File: src/rtl/pmc_pkg.sv
package pmc_pkg;
  localparam int REG_W  = 32;
  localparam int ADDR_W = 8;
  localparam int EV_W   = 8;
  localparam int CYC_BIT = 31;

  localparam logic [ADDR_W-1:0] A_CTRL    = 8'h00;
  localparam logic [ADDR_W-1:0] A_EN_SET  = 8'h01;
  localparam logic [ADDR_W-1:0] A_EN_CLR  = 8'h02;
  localparam logic [ADDR_W-1:0] A_IE_SET  = 8'h03;
  localparam logic [ADDR_W-1:0] A_IE_CLR  = 8'h04;
  localparam logic [ADDR_W-1:0] A_OVF     = 8'h05;
  localparam logic [ADDR_W-1:0] A_SWINC   = 8'h06;
  localparam logic [ADDR_W-1:0] A_CYC     = 8'h07;
  localparam logic [ADDR_W-1:0] A_CNT_BASE  = 8'h10;
  localparam logic [ADDR_W-1:0] A_TYPE_BASE = 8'h20;

  localparam logic [EV_W-1:0] EV_SWINC = 8'h00;
  localparam logic [EV_W-1:0] EV_INST  = 8'h08;
  localparam logic [EV_W-1:0] EV_CYC   = 8'h11;

  typedef struct packed {
    logic            mute_pl1;
    logic            mute_pl0;
    logic [EV_W-1:0] code;
  } evtype_t;

  localparam int ET_W = $bits(evtype_t);

  function automatic logic [ADDR_W-1:0] cnt_addr(input int n);
    return A_CNT_BASE + ADDR_W'(n);
  endfunction

  function automatic logic [ADDR_W-1:0] type_addr(input int n);
    return A_TYPE_BASE + ADDR_W'(n);
  endfunction
endpackage

File: src/rtl/pmc_gate.sv
module pmc_gate import pmc_pkg::*; (
  input  evtype_t          etype,
  input  logic             glob_en,
  input  logic             cnt_en,
  input  logic             priv,
  input  logic             inst_ret,
  input  logic             cyc_tick,
  input  logic             bc_valid,
  input  logic [EV_W-1:0]  bc_code,
  input  logic [REG_W-1:0] bc_count,
  input  logic             sw_hit,
  output logic             step_en,
  output logic [REG_W-1:0] step
);
  logic allowed;
  logic bc_hit;
  logic src;

  // all three gates: unit running, counter enabled, privilege level not muted
  assign allowed = glob_en & cnt_en & ~(priv ? etype.mute_pl1 : etype.mute_pl0);
  assign bc_hit  = bc_valid && (bc_code == etype.code) && (etype.code != EV_SWINC);

  always_comb begin
    step = REG_W'(1);
    src  = 1'b0;
    if (bc_hit) begin
      step = bc_count;
      src  = 1'b1;
    end else begin
      case (etype.code)
        EV_SWINC: src = sw_hit;
        EV_INST:  src = inst_ret;
        EV_CYC:   src = cyc_tick;
        default:  src = 1'b0;
      endcase
    end
  end

  assign step_en = allowed & src;
endmodule

File: src/rtl/pmc_acc.sv
module pmc_acc #(
  parameter int W = 32
) (
  input  logic         clk,
  input  logic         rst,
  input  logic         clr,
  input  logic         load,
  input  logic [W-1:0] load_val,
  input  logic         add_en,
  input  logic [W-1:0] add_val,
  output logic [W-1:0] cnt,
  output logic         wrap
);
  logic [W:0] sum;

  assign sum  = {1'b0, cnt} + {1'b0, add_val};
  // an increment that loses to a write cannot report a wrap
  assign wrap = add_en & ~clr & ~load & sum[W];

  always_ff @(posedge clk) begin
    if (rst)         cnt <= '0;
    else if (clr)    cnt <= '0;
    else if (load)   cnt <= load_val;
    else if (add_en) cnt <= sum[W-1:0];
  end
endmodule

File: src/rtl/pmc_prescale.sv
module pmc_prescale #(
  parameter int DIV_LOG2 = 6
) (
  input  logic clk,
  input  logic rst,
  input  logic clr,
  input  logic div_mode,
  input  logic tick_en,
  output logic pulse
);
  logic [DIV_LOG2-1:0] ps;

  always_ff @(posedge clk) begin
    if (rst || clr || !div_mode) ps <= '0;
    else if (tick_en)            ps <= ps + 1'b1;
  end

  assign pulse = tick_en & (~div_mode | (&ps));
endmodule

File: src/rtl/pmc_unit.sv
module pmc_unit import pmc_pkg::*; #(
  parameter int NUM_CNT  = 4,
  parameter int DIV_LOG2 = 6
) (
  input  logic              clk,
  input  logic              rst,
  input  logic              priv,
  input  logic              inst_ret,
  input  logic              cyc_tick,
  input  logic              bc_valid,
  input  logic [EV_W-1:0]   bc_code,
  input  logic [REG_W-1:0]  bc_count,
  input  logic              reg_we,
  input  logic              reg_re,
  input  logic [ADDR_W-1:0] reg_addr,
  input  logic [REG_W-1:0]  reg_wdata,
  output logic [REG_W-1:0]  reg_rdata,
  output logic              reg_rvalid,
  output logic              irq
);
  localparam logic [REG_W-1:0] IMPL =
    (REG_W'(1) << CYC_BIT) | ((REG_W'(1) << NUM_CNT) - REG_W'(1));

  logic                     glob_en, div_mode;
  logic [REG_W-1:0]         cnten, inten, ovf, ovf_nx, wrap_vec, rd_mux;
  evtype_t [NUM_CNT-1:0]    etype_q;
  logic [NUM_CNT*REG_W-1:0] evcnt_flat;
  logic [NUM_CNT-1:0]       ev_wrap;
  logic [REG_W-1:0]         cyc_cnt;
  logic                     cyc_wrap, cyc_go, cyc_pulse;
  logic                     wr_ctrl, wr_swinc, wr_ovf, zero_ev, zero_cyc;

  assign wr_ctrl  = reg_we && (reg_addr == A_CTRL);
  assign wr_swinc = reg_we && (reg_addr == A_SWINC);
  assign wr_ovf   = reg_we && (reg_addr == A_OVF);
  assign zero_ev  = wr_ctrl & reg_wdata[1];
  assign zero_cyc = wr_ctrl & reg_wdata[2];

  for (genvar n = 0; n < NUM_CNT; n++) begin : g_cnt
    logic             step_en;
    logic [REG_W-1:0] step;

    pmc_gate u_gate (
      .etype   (etype_q[n]),
      .glob_en (glob_en),
      .cnt_en  (cnten[n]),
      .priv    (priv),
      .inst_ret(inst_ret),
      .cyc_tick(cyc_tick),
      .bc_valid(bc_valid),
      .bc_code (bc_code),
      .bc_count(bc_count),
      .sw_hit  (wr_swinc & reg_wdata[n]),
      .step_en (step_en),
      .step    (step)
    );

    pmc_acc #(.W(REG_W)) u_acc (
      .clk     (clk),
      .rst     (rst),
      .clr     (zero_ev),
      .load    (reg_we && (reg_addr == cnt_addr(n))),
      .load_val(reg_wdata),
      .add_en  (step_en),
      .add_val (step),
      .cnt     (evcnt_flat[n*REG_W +: REG_W]),
      .wrap    (ev_wrap[n])
    );
  end

  assign cyc_go = glob_en & cnten[CYC_BIT] & cyc_tick;

  pmc_prescale #(.DIV_LOG2(DIV_LOG2)) u_div (
    .clk     (clk),
    .rst     (rst),
    .clr     (zero_cyc),
    .div_mode(div_mode),
    .tick_en (cyc_go),
    .pulse   (cyc_pulse)
  );

  pmc_acc #(.W(REG_W)) u_cyc (
    .clk     (clk),
    .rst     (rst),
    .clr     (zero_cyc),
    .load    (reg_we && (reg_addr == A_CYC)),
    .load_val(reg_wdata),
    .add_en  (cyc_pulse),
    .add_val (REG_W'(1)),
    .cnt     (cyc_cnt),
    .wrap    (cyc_wrap)
  );

  always_comb begin
    wrap_vec = '0;
    for (int n = 0; n < NUM_CNT; n++) wrap_vec[n] = ev_wrap[n];
    wrap_vec[CYC_BIT] = cyc_wrap;
  end

  // a fresh wrap wins over a clearing write in the same cycle
  assign ovf_nx = ((ovf & ~(wr_ovf ? reg_wdata : '0)) | wrap_vec) & IMPL;

  always_ff @(posedge clk) begin
    if (rst) begin
      glob_en  <= 1'b0;
      div_mode <= 1'b0;
      cnten    <= '0;
      inten    <= '0;
      ovf      <= '0;
      irq      <= 1'b0;
      etype_q  <= '0;
    end else begin
      if (wr_ctrl) begin
        glob_en  <= reg_wdata[0];
        div_mode <= reg_wdata[3];
      end
      if (reg_we && reg_addr == A_EN_SET)      cnten <= (cnten | reg_wdata) & IMPL;
      else if (reg_we && reg_addr == A_EN_CLR) cnten <= cnten & ~reg_wdata;
      if (reg_we && reg_addr == A_IE_SET)      inten <= (inten | reg_wdata) & IMPL;
      else if (reg_we && reg_addr == A_IE_CLR) inten <= inten & ~reg_wdata;
      ovf <= ovf_nx;
      irq <= |(ovf & inten);
      for (int n = 0; n < NUM_CNT; n++)
        if (reg_we && reg_addr == type_addr(n)) etype_q[n] <= evtype_t'(reg_wdata[ET_W-1:0]);
    end
  end

  always_comb begin
    case (reg_addr)
      A_CTRL:             rd_mux = REG_W'({div_mode, 2'b00, glob_en});
      A_EN_SET, A_EN_CLR: rd_mux = cnten;
      A_IE_SET, A_IE_CLR: rd_mux = inten;
      A_OVF:              rd_mux = ovf;
      A_CYC:              rd_mux = cyc_cnt;
      default:            rd_mux = '0;
    endcase
    for (int n = 0; n < NUM_CNT; n++) begin
      if (reg_addr == cnt_addr(n))  rd_mux = evcnt_flat[n*REG_W +: REG_W];
      if (reg_addr == type_addr(n)) rd_mux = REG_W'(etype_q[n]);
    end
  end

  always_ff @(posedge clk) begin
    if (rst) begin
      reg_rdata  <= '0;
      reg_rvalid <= 1'b0;
    end else begin
      reg_rvalid <= reg_re;
      if (reg_re) reg_rdata <= rd_mux;
    end
  end
endmodule

File: config.mk
export PLATFORM = sky130hd
export DESIGN_NAME = pmc_unit
export DESIGN_NICKNAME = d
export VERILOG_FILES = /design/src/rtl/pmc_pkg.sv /design/src/rtl/pmc_gate.sv /design/src/rtl/pmc_acc.sv /design/src/rtl/pmc_prescale.sv /design/src/rtl/pmc_unit.sv
export SDC_FILE = /design/constraint.sdc
export NUM_CORES = 1
export LEC_CHECK = 0
export BUFFER_PORTS_ARGS = -buffer_cell sky130_fd_sc_hd__buf_2
export CORE_UTILIZATION = 35
export CTS_CLUSTER_DIAMETER = 30
export DETAILED_ROUTE_END_ITERATION = 6
export HOLD_SLACK_MARGIN = 0.08
export PLACE_DENSITY = 0.53
export SYNTH_ARGS = -nofsm -noshare
export SYNTH_HDL_FRONTEND = slang
export SYNTH_SLANG_ARGS = --single-unit
File: constraint.sdc
create_clock -name clk -period 9.7 [get_ports clk]
set_input_delay 0.97 -clock clk [delete_from_list [all_inputs] [get_ports clk]]
set_output_delay 0.97 -clock clk [all_outputs]
set_load 0.03 [all_outputs]
==> results of run 1 <==
per-stage QoR:
| step | hold WS [ns] | util [%] |
|---|---|---|
| floorplan | 0.412 | - |
| detailed placement | 0.422 | 37.7 |
| global route | 0.445 | 43.1 |
| global placement | 0.418 | 37.7 |
| finish | 0.431 | 43.1 |
| CTS | 0.429 | 43.1 |
layer usage:
metal	routed length [um]	vias to the layer above	part of all wire (%)
met5	13	-	0.014
met4	2680	2	2.9
met3	8720	168	9.4
met2	39300	1106	42
met1	41900	11011	45
li1	-	10593	-
where the power goes:
group | total (mW) | internal (mW) | switching [mW]
Sequential | 1.30 | 1.29 | 0.00546
Clock | 3.20 | 2.28 | 0.919
Combinational | 0.189 | 0.0413 | 0.148
Total | 4.68 | 3.61 | 1.07
placed cells by master (no fill, tap or decap), types with 54 or more instances in the layout:
| cell type | count |
|---|---|
| nand3_1 | 83 |
| nor3_1 | 67 |
| o21ai_0 | 139 |
| xnor2_1 | 90 |
| buf_2 | 120 |
| nor2_1 | 281 |
| nand2_1 | 315 |
| a21o_1 | 64 |
| dfxtp_1 | 311 |
| a21oi_1 | 300 |
| clkbuf_16 | 92 |
| and2_1 | 134 |
| and3_1 | 54 |
| xor2_1 | 66 |
| a211oi_1 | 98 |
| ha_1 | 130 |
how the worst max path moves through the flow:
stage                start                      to  slack, ns  cells after the start
6_report       etype_q[35]  g_cnt[3].u_acc.cnt[31]       4.47                     18
3_5_place_dp    bc_code[4]  g_cnt[2].u_acc.cnt[28]       3.92                     18
4_1_cts        etype_q[35]  g_cnt[3].u_acc.cnt[31]       4.46                     18
3_3_place_gp    bc_code[4]  g_cnt[2].u_acc.cnt[28]       3.98                     18
5_1_grt        etype_q[32]  g_cnt[3].u_acc.cnt[31]       4.28                     18
2_1_floorplan   bc_code[4]  g_cnt[2].u_acc.cnt[28]       4.97                     17
Yosys cell counts, drive strengths merged, types with 5 or more instances:
cell / number
nand2: 319
dfxtp: 311
a21oi: 301
nor2: 289
clkbuf: 165
o21ai: 145
and2: 134
ha: 130
a211oi: 100
xnor2: 90
nand3: 83
nor3: 71
xor2: 66
a21o: 65
and3: 54
nand4: 46
mux2i: 40
o211ai: 37
a221oi: 34
inv: 34
a31oi: 32
buf: 24
o21a: 21
o21bai: 20
a22o: 18
a22oi: 18
nand2b: 18
a222oi: 17
nor4: 14
a311oi: 12
or3: 11
o211a: 10
o22ai: 10
and4: 9
o221ai: 9
o31ai: 9
nor2b: 8
a41oi: 6
o31a: 6
or4: 6
a211o: 5
nand3b: 5
o2111ai: 5
critical path, stage by stage, from the launching register on:
cell	delay, ns
dfxtp_1	0.36
or4_1	0.57
nor4_1	0.19
nor3_1	0.07
a21oi_1	0.15
nor3_2	0.05
buf_4	0.26
and2_1	0.25
ha_1	0.27
a21o_1	0.18
a41o_1	0.26
nor4_1	0.63
o32ai_1	0.27
o221ai_1	0.37
o21ai_0	0.37
and2_1	0.33
nor4_1	0.24
o32ai_1	0.12
a21oi_1	0.15
cells by family after synthesis:
group,after synthesis
simple gates,1077
mux,42
flops,311
fa+ha+maj,134
xor+xnor,156
buf+inv,223
compound gates,909
final cells by class:
cell class              instances  area [um^2]  share of cell area (%)
flip-flops and latches        311         6230                    23.8
clock buffers                 121         2590                    9.90
multi-input cells            2318        14600                    55.9
clock inverters                43          712                    2.72
repair buffers                160          901                    3.44
well taps                     782          978                    3.74
inverters                      34          128                   0.487
flip-flops by register name, indices dropped and copies added (netlist names), 5 cells and up:
name,flops
ovf,5
cnten,32
inten,32
u_cyc.cnt,32
reg_rdata,32
u_div.ps,6
g_cnt.u_acc.cnt,128
etype_q,40
==> results.md, run 1 <==
- Status: finished, final reports clean
- Worst hold path class: flip-flop to flip-flop
- Antenna violations before repair: 4
- Setup crit start kind: flip-flop
- Final setup viols: 0
- Vias/cell: 6.07
- Ant. Diodes: 0
- RSZ-0062 raised after global routing: false
- Num CTS Buffers: 90
- Worst Skew: 0.0383 ns
- Reg2Reg Depth: 18
- Routability congestion estimate: 0.933
- Crit Path Max Fanout: 34
- Pwr/cell area: 179 nW/um^2
- Reg2reg start: etype_q[35]
- Post-DP HPWL: 64.8 mm
- Synthesis-stage register bit count: 311
- Post-route setup TNS: 0 ns
- Gr ovfl total: 0
- Drt first pass iters: 6
- Critical path class: flip-flop to flip-flop
- Rel. slew slack: 10.7%
- CTS tree: yes
- Tot Pwr: 4.68 mW
- Simple logic cell fraction of the synthesized area: 23.6%
- Ys flop type: dfxtp_1
- M3 GR Usage: 5.73%
- Row count: 90
- Starting Density: 35.6%
- Sequential-to-total area share from yosys stat: 28.8%
- EDFF count, synth: 0
- Via count of the first global-routing pass: 21773
- CTS Root Cell: clkbuf_16
- Top cells by area, synth: dfxtp_1 29%, ha_1 7.5%, a21oi_1 7.0%
- Xor-xnor portion of the synthesized cell area: 6.32%
- Layout cells sized above 1: 11.7%
- Synthesized Nets: 3074
- DR WL/cell: 24.6 um
- CP Capture Type: flip-flop
- Fill cell count: 5988
- Reg2reg end: g_cnt[3].u_acc.cnt[31]
- CTS sink cnt: 311
- Fin crit share: 53.9%
- DRC Markers: 0
- Core area: 60700 um^2
- GRT Overall Usage: 28.7%
- Total vias in the final route: 22880
- Final wirelength: 92.6 mm
- Syn Area/Cell: 7.58 um^2
- Top cell type by total area after synthesis: dfxtp_1
- IO Count: 122
- Mapped cell area: 21600 um^2
- Hold Fails Final Rpt: 0
- Mux share of post-synthesis cell area: 1.96%
- WP data required: 10.24 ns
- Worst slack, placed: 3.92 ns
- Max-Cap Viols: 0
- Maximum root-to-sink buffer count: 3
- CTS clk-pin slew, worst paths: 0.04 ns
- Post-route setup slack: 4.47 ns
- Hold Crit Depth: 2
- Hold_buf cts: 0
- Met1 Use GR: 40.5%
- CTS resizes: 0
- Largest family of logic cells by synthesized area: compound AO/OA/AOI/OAI gates
- Setup bufs post-CTS: 0
- Post-Synth Adder-Cell Area: 7.89%
- Worst skew pair latency: 0.64 ns
- Gate count after technology mapping: 2852
- Post-DRT Antenna Nets: 0
- Most heavily used metal layer in global routing: met2
- Area post-placement: 22900 um^2
- Crit path arrival time: 5.77 ns
- Unique masters post-synth: 78
- Leak: 10.7 nW
- Width of the die: 251 um
- Final nets: 3137
- Final Slew Violations: 0
- Worst VDD drop: 0.140 mV
- Port bufs: 121
- Post-synth ARST share: 0%
- Reg2reg setup slack: 4.47 ns
- Largest net degree at the start of global routing: 77
- GR Util met2: 42.9%
- YS warnings: 0
- Worst-margin pin slew: 1.34 ns
- Finished Layout Cells: 3769
- Placed Cells: 3605
- Starting DRT DRC Count: 2558
- Compound-Gate Fraction of Synth Area: 27.4%
- Max Fclk: 191 MHz
- Die ar.: 62800 um^2
- Post-synth top area share: 28.8%
- First-pass GRT wire length: 137 mm
- Finished Cell Area: 26200 um^2
- Hold Startpoint: inten[5]
- WHS Endpoint: inten[5]
- Layout Area Growth over Synthesis: 21.1%
- Min Tclk post-route: 5.23 ns
- Die Ht: 251 um
- H-tree depth: 3
Power figures use the tool's default switching activity.
==> inputs of run 2 (changes only) <==
- PLACE_DENSITY: 0.53 -> 0.54
- clock period: 9.7 -> 4.8 ns (I/O delays scaled with it)
==> results.md, run 2 (synthesis results as in run 1) <==
- Status: finished, final reports clean
- Sw Ratio: 23.5%
- Antenna violations before repair: 2
- Max Fclk: 217 MHz
- Starting Density: 35.6%
- Critical-path cell list: nor2_1 -> a311oi_1 -> a21oi_1 -> nor3_2 -> buf_4 -> and2_1 -> ha_1 -> a21oi_1 -> o21ai_0 -> a31oi_1 -> o31ai_1 -> buf_4 -> a211oi_1 -> buf_4 -> o211a_1 -> o21ai_1 -> nand4_1 -> mux2_2 -> a211oi_1
- Leading cell type in the layout, fill and taps excluded: nand2_1
- CTS Root Cell: clkbuf_16
- Max-Cap Viols: 0
- Layout Area Growth over Synthesis: 21.8%
- Post-DP HPWL: 67.6 mm
- Finished Cell Area: 26300 um^2
- Most frequent cells in the layout: 315 x nand2_1, 311 x dfxtp_1, 299 x a21oi_1
- Die Ht: 251 um
- Sequential power share: 28.9%
- CP Capture Type: flip-flop
- CTS sink cnt: 311
- CTS clk-pin slew, worst paths: 0.05 ns
- DR WL/cell: 24.4 um
- Layout cells sized above 1: 13.0%
- Worst Skew: 0.0189 ns
- Setup crit start kind: flip-flop
- Fin crit share: 96.1%
- Finished Layout Cells: 3807
- Crit path arrival time: 5.15 ns
- Slowest cell on the critical path: dfxtp_1
- Hold Fails Final Rpt: 0
- Rel. slew slack: 31.5%
- Largest register by flop count: g_cnt.u_acc.cnt
- Fill cell count: 6015
- Register area: 6230 um^2
- CP dominant cell by count: buf_4
- Max FFs per register: 128
- Worst slack, placed: -0.00435 ns
- Starting DRT DRC Count: 2418
- Crit Path Max Fanout: 23
- Final nets: 3175
- Clk pwr share: 66.9%
- GRT Overall Usage: 28.9%
- Top Registers: g_cnt.u_acc.cnt (128), etype_q (40)
- WP data required: 5.34 ns
- Post-route setup slack: 0.189 ns
- Leak: 10.8 nW
- Area post-placement: 23200 um^2
- Final Slew Violations: 0
- Tot Pwr: 9.06 mW
- Port bufs: 121
- Internal power: 6.93 mW
- Core area: 60700 um^2
- H-tree depth: 3
- DRC Markers: 0
- P_sw: 2.13 mW
- Worst skew pair latency: 0.62 ns
- Post-DRT Antenna Nets: 0
- Reg2reg setup slack: 0.19 ns
- Hold_buf cts: 0
- Num CTS Buffers: 91
- Worst VDD drop: 0.248 mV
- Gr ovfl total: 0
- IO Count: 122
- Placed Cells: 3641
- Crit-path max cell delay: 0.44 ns
- Row count: 90
- Drt first pass iters: 6
- Critical path class: flip-flop to flip-flop
- Width of the die: 251 um
- Die ar.: 62800 um^2
- Worst-margin pin slew: 1.03 ns
- Total vias in the final route: 23124
- Logic gate share of total power: 4.2%
- Min Tclk post-route: 4.61 ns
- RSZ-0062 raised after global routing: true
- Final setup viols: 0
- CTS tree: yes
- Pwr/cell area: 344 nW/um^2
- Fin util: 43.4%
- Final wirelength: 93.0 mm
- Worst hold path class: input port to flip-flop
- Vias/cell: 6.07
- Largest net degree at the start of global routing: 64
- Via count of the first global-routing pass: 21853
- Routability congestion estimate: 0.963
- Area of the multi-input gates: 14700 um^2
- First-pass GRT wire length: 138 mm
- Maximum root-to-sink buffer count: 3
-- run 2: cell count changes in the layout (fill, tap and decap cells not counted), moves of 3 or more --
cell and change:
clkinv_4 +3, clkbuf_1 +3, clkbuf_8 -3, nor4_1 -3
nor4_2 +3, buf_4 +35, bufinv_16 -6
-- run 2: power groups by stage --
| stage | sequential (mW) | clock [mW] | combinational, mW |
|---|---|---|---|
| floorplan | 2.69 | 0 | 0.141 |
| global placement | 2.66 | 0 | 0.368 |
| detailed placement | 2.67 | 0 | 0.368 |
| CTS | 2.62 | 6.10 | 0.369 |
| global route | 2.62 | 6.28 | 0.390 |
| finish | 2.62 | 6.06 | 0.378 |
-- run 2: worst paths after layout --
| path | start | endpoint | cells past startpoint |
|---|---|---|---|
| setup / recovery | etype_q[14] | g_cnt[1].u_acc.cnt[29] | 19 |
| hold / removal | rst | inten[2] | 2 |
| setup reg to reg | etype_q[14] | g_cnt[1].u_acc.cnt[29] | 19 |
| hold reg to reg | inten[10] | inten[10] | 2 |
-- run 2: repair_timing --
action,CTS,global route
endpoints found under the hold margin,0,0
pin swaps,0,1
gates cloned,0,0
setup buffers,0,1
resized for setup,1,13
setup endpoints to repair,1,17
-- run 2: cell type report --
| cell class | count | area share [%] |
|---|---|---|
| Multi-Input combinational cell | 2318 | 55.8 |
| Sequential cell | 311 | 23.6 |
| Clock buffer | 121 | 9.72 |
| Timing Repair Buffer | 197 | 4.57 |
| Tap cell | 782 | 3.71 |
| Clock inverter | 42 | 2.04 |
| Inverter | 34 | 0.484 |
| Antenna cell | 2 | 0.0190 |
-- run 2: layer usage --
metal  track usage [%]  part of all wire (%)
met5                 0                     0
met4              10.7                   3.1
met3              5.51                   9.0
met2              43.1                    42
met1              41.1                    46
-- run 2: stage by stage --
step	setup TNS, ns	hold slack (ns)
after CTS	0	0.162
final	0	0.193
after global routing	-0.0445	0.189
after global placement	0	0.418
after floorplan	0	0.412
after detailed placement	-0.00435	0.422
-- run 2: critical path: cells and delay by family (launching register included) --
| family | cells | cell delay (ns) |
|---|---|---|
| and+or+nand+nor | 4 | 0.75 |
| buffers and inverters | 3 | 0.71 |
| adders and majority gates | 1 | 0.30 |
| muxes | 1 | 0.35 |
| AOI/OAI and AO/OA | 10 | 1.98 |
| DFF | 1 | 0.44 |
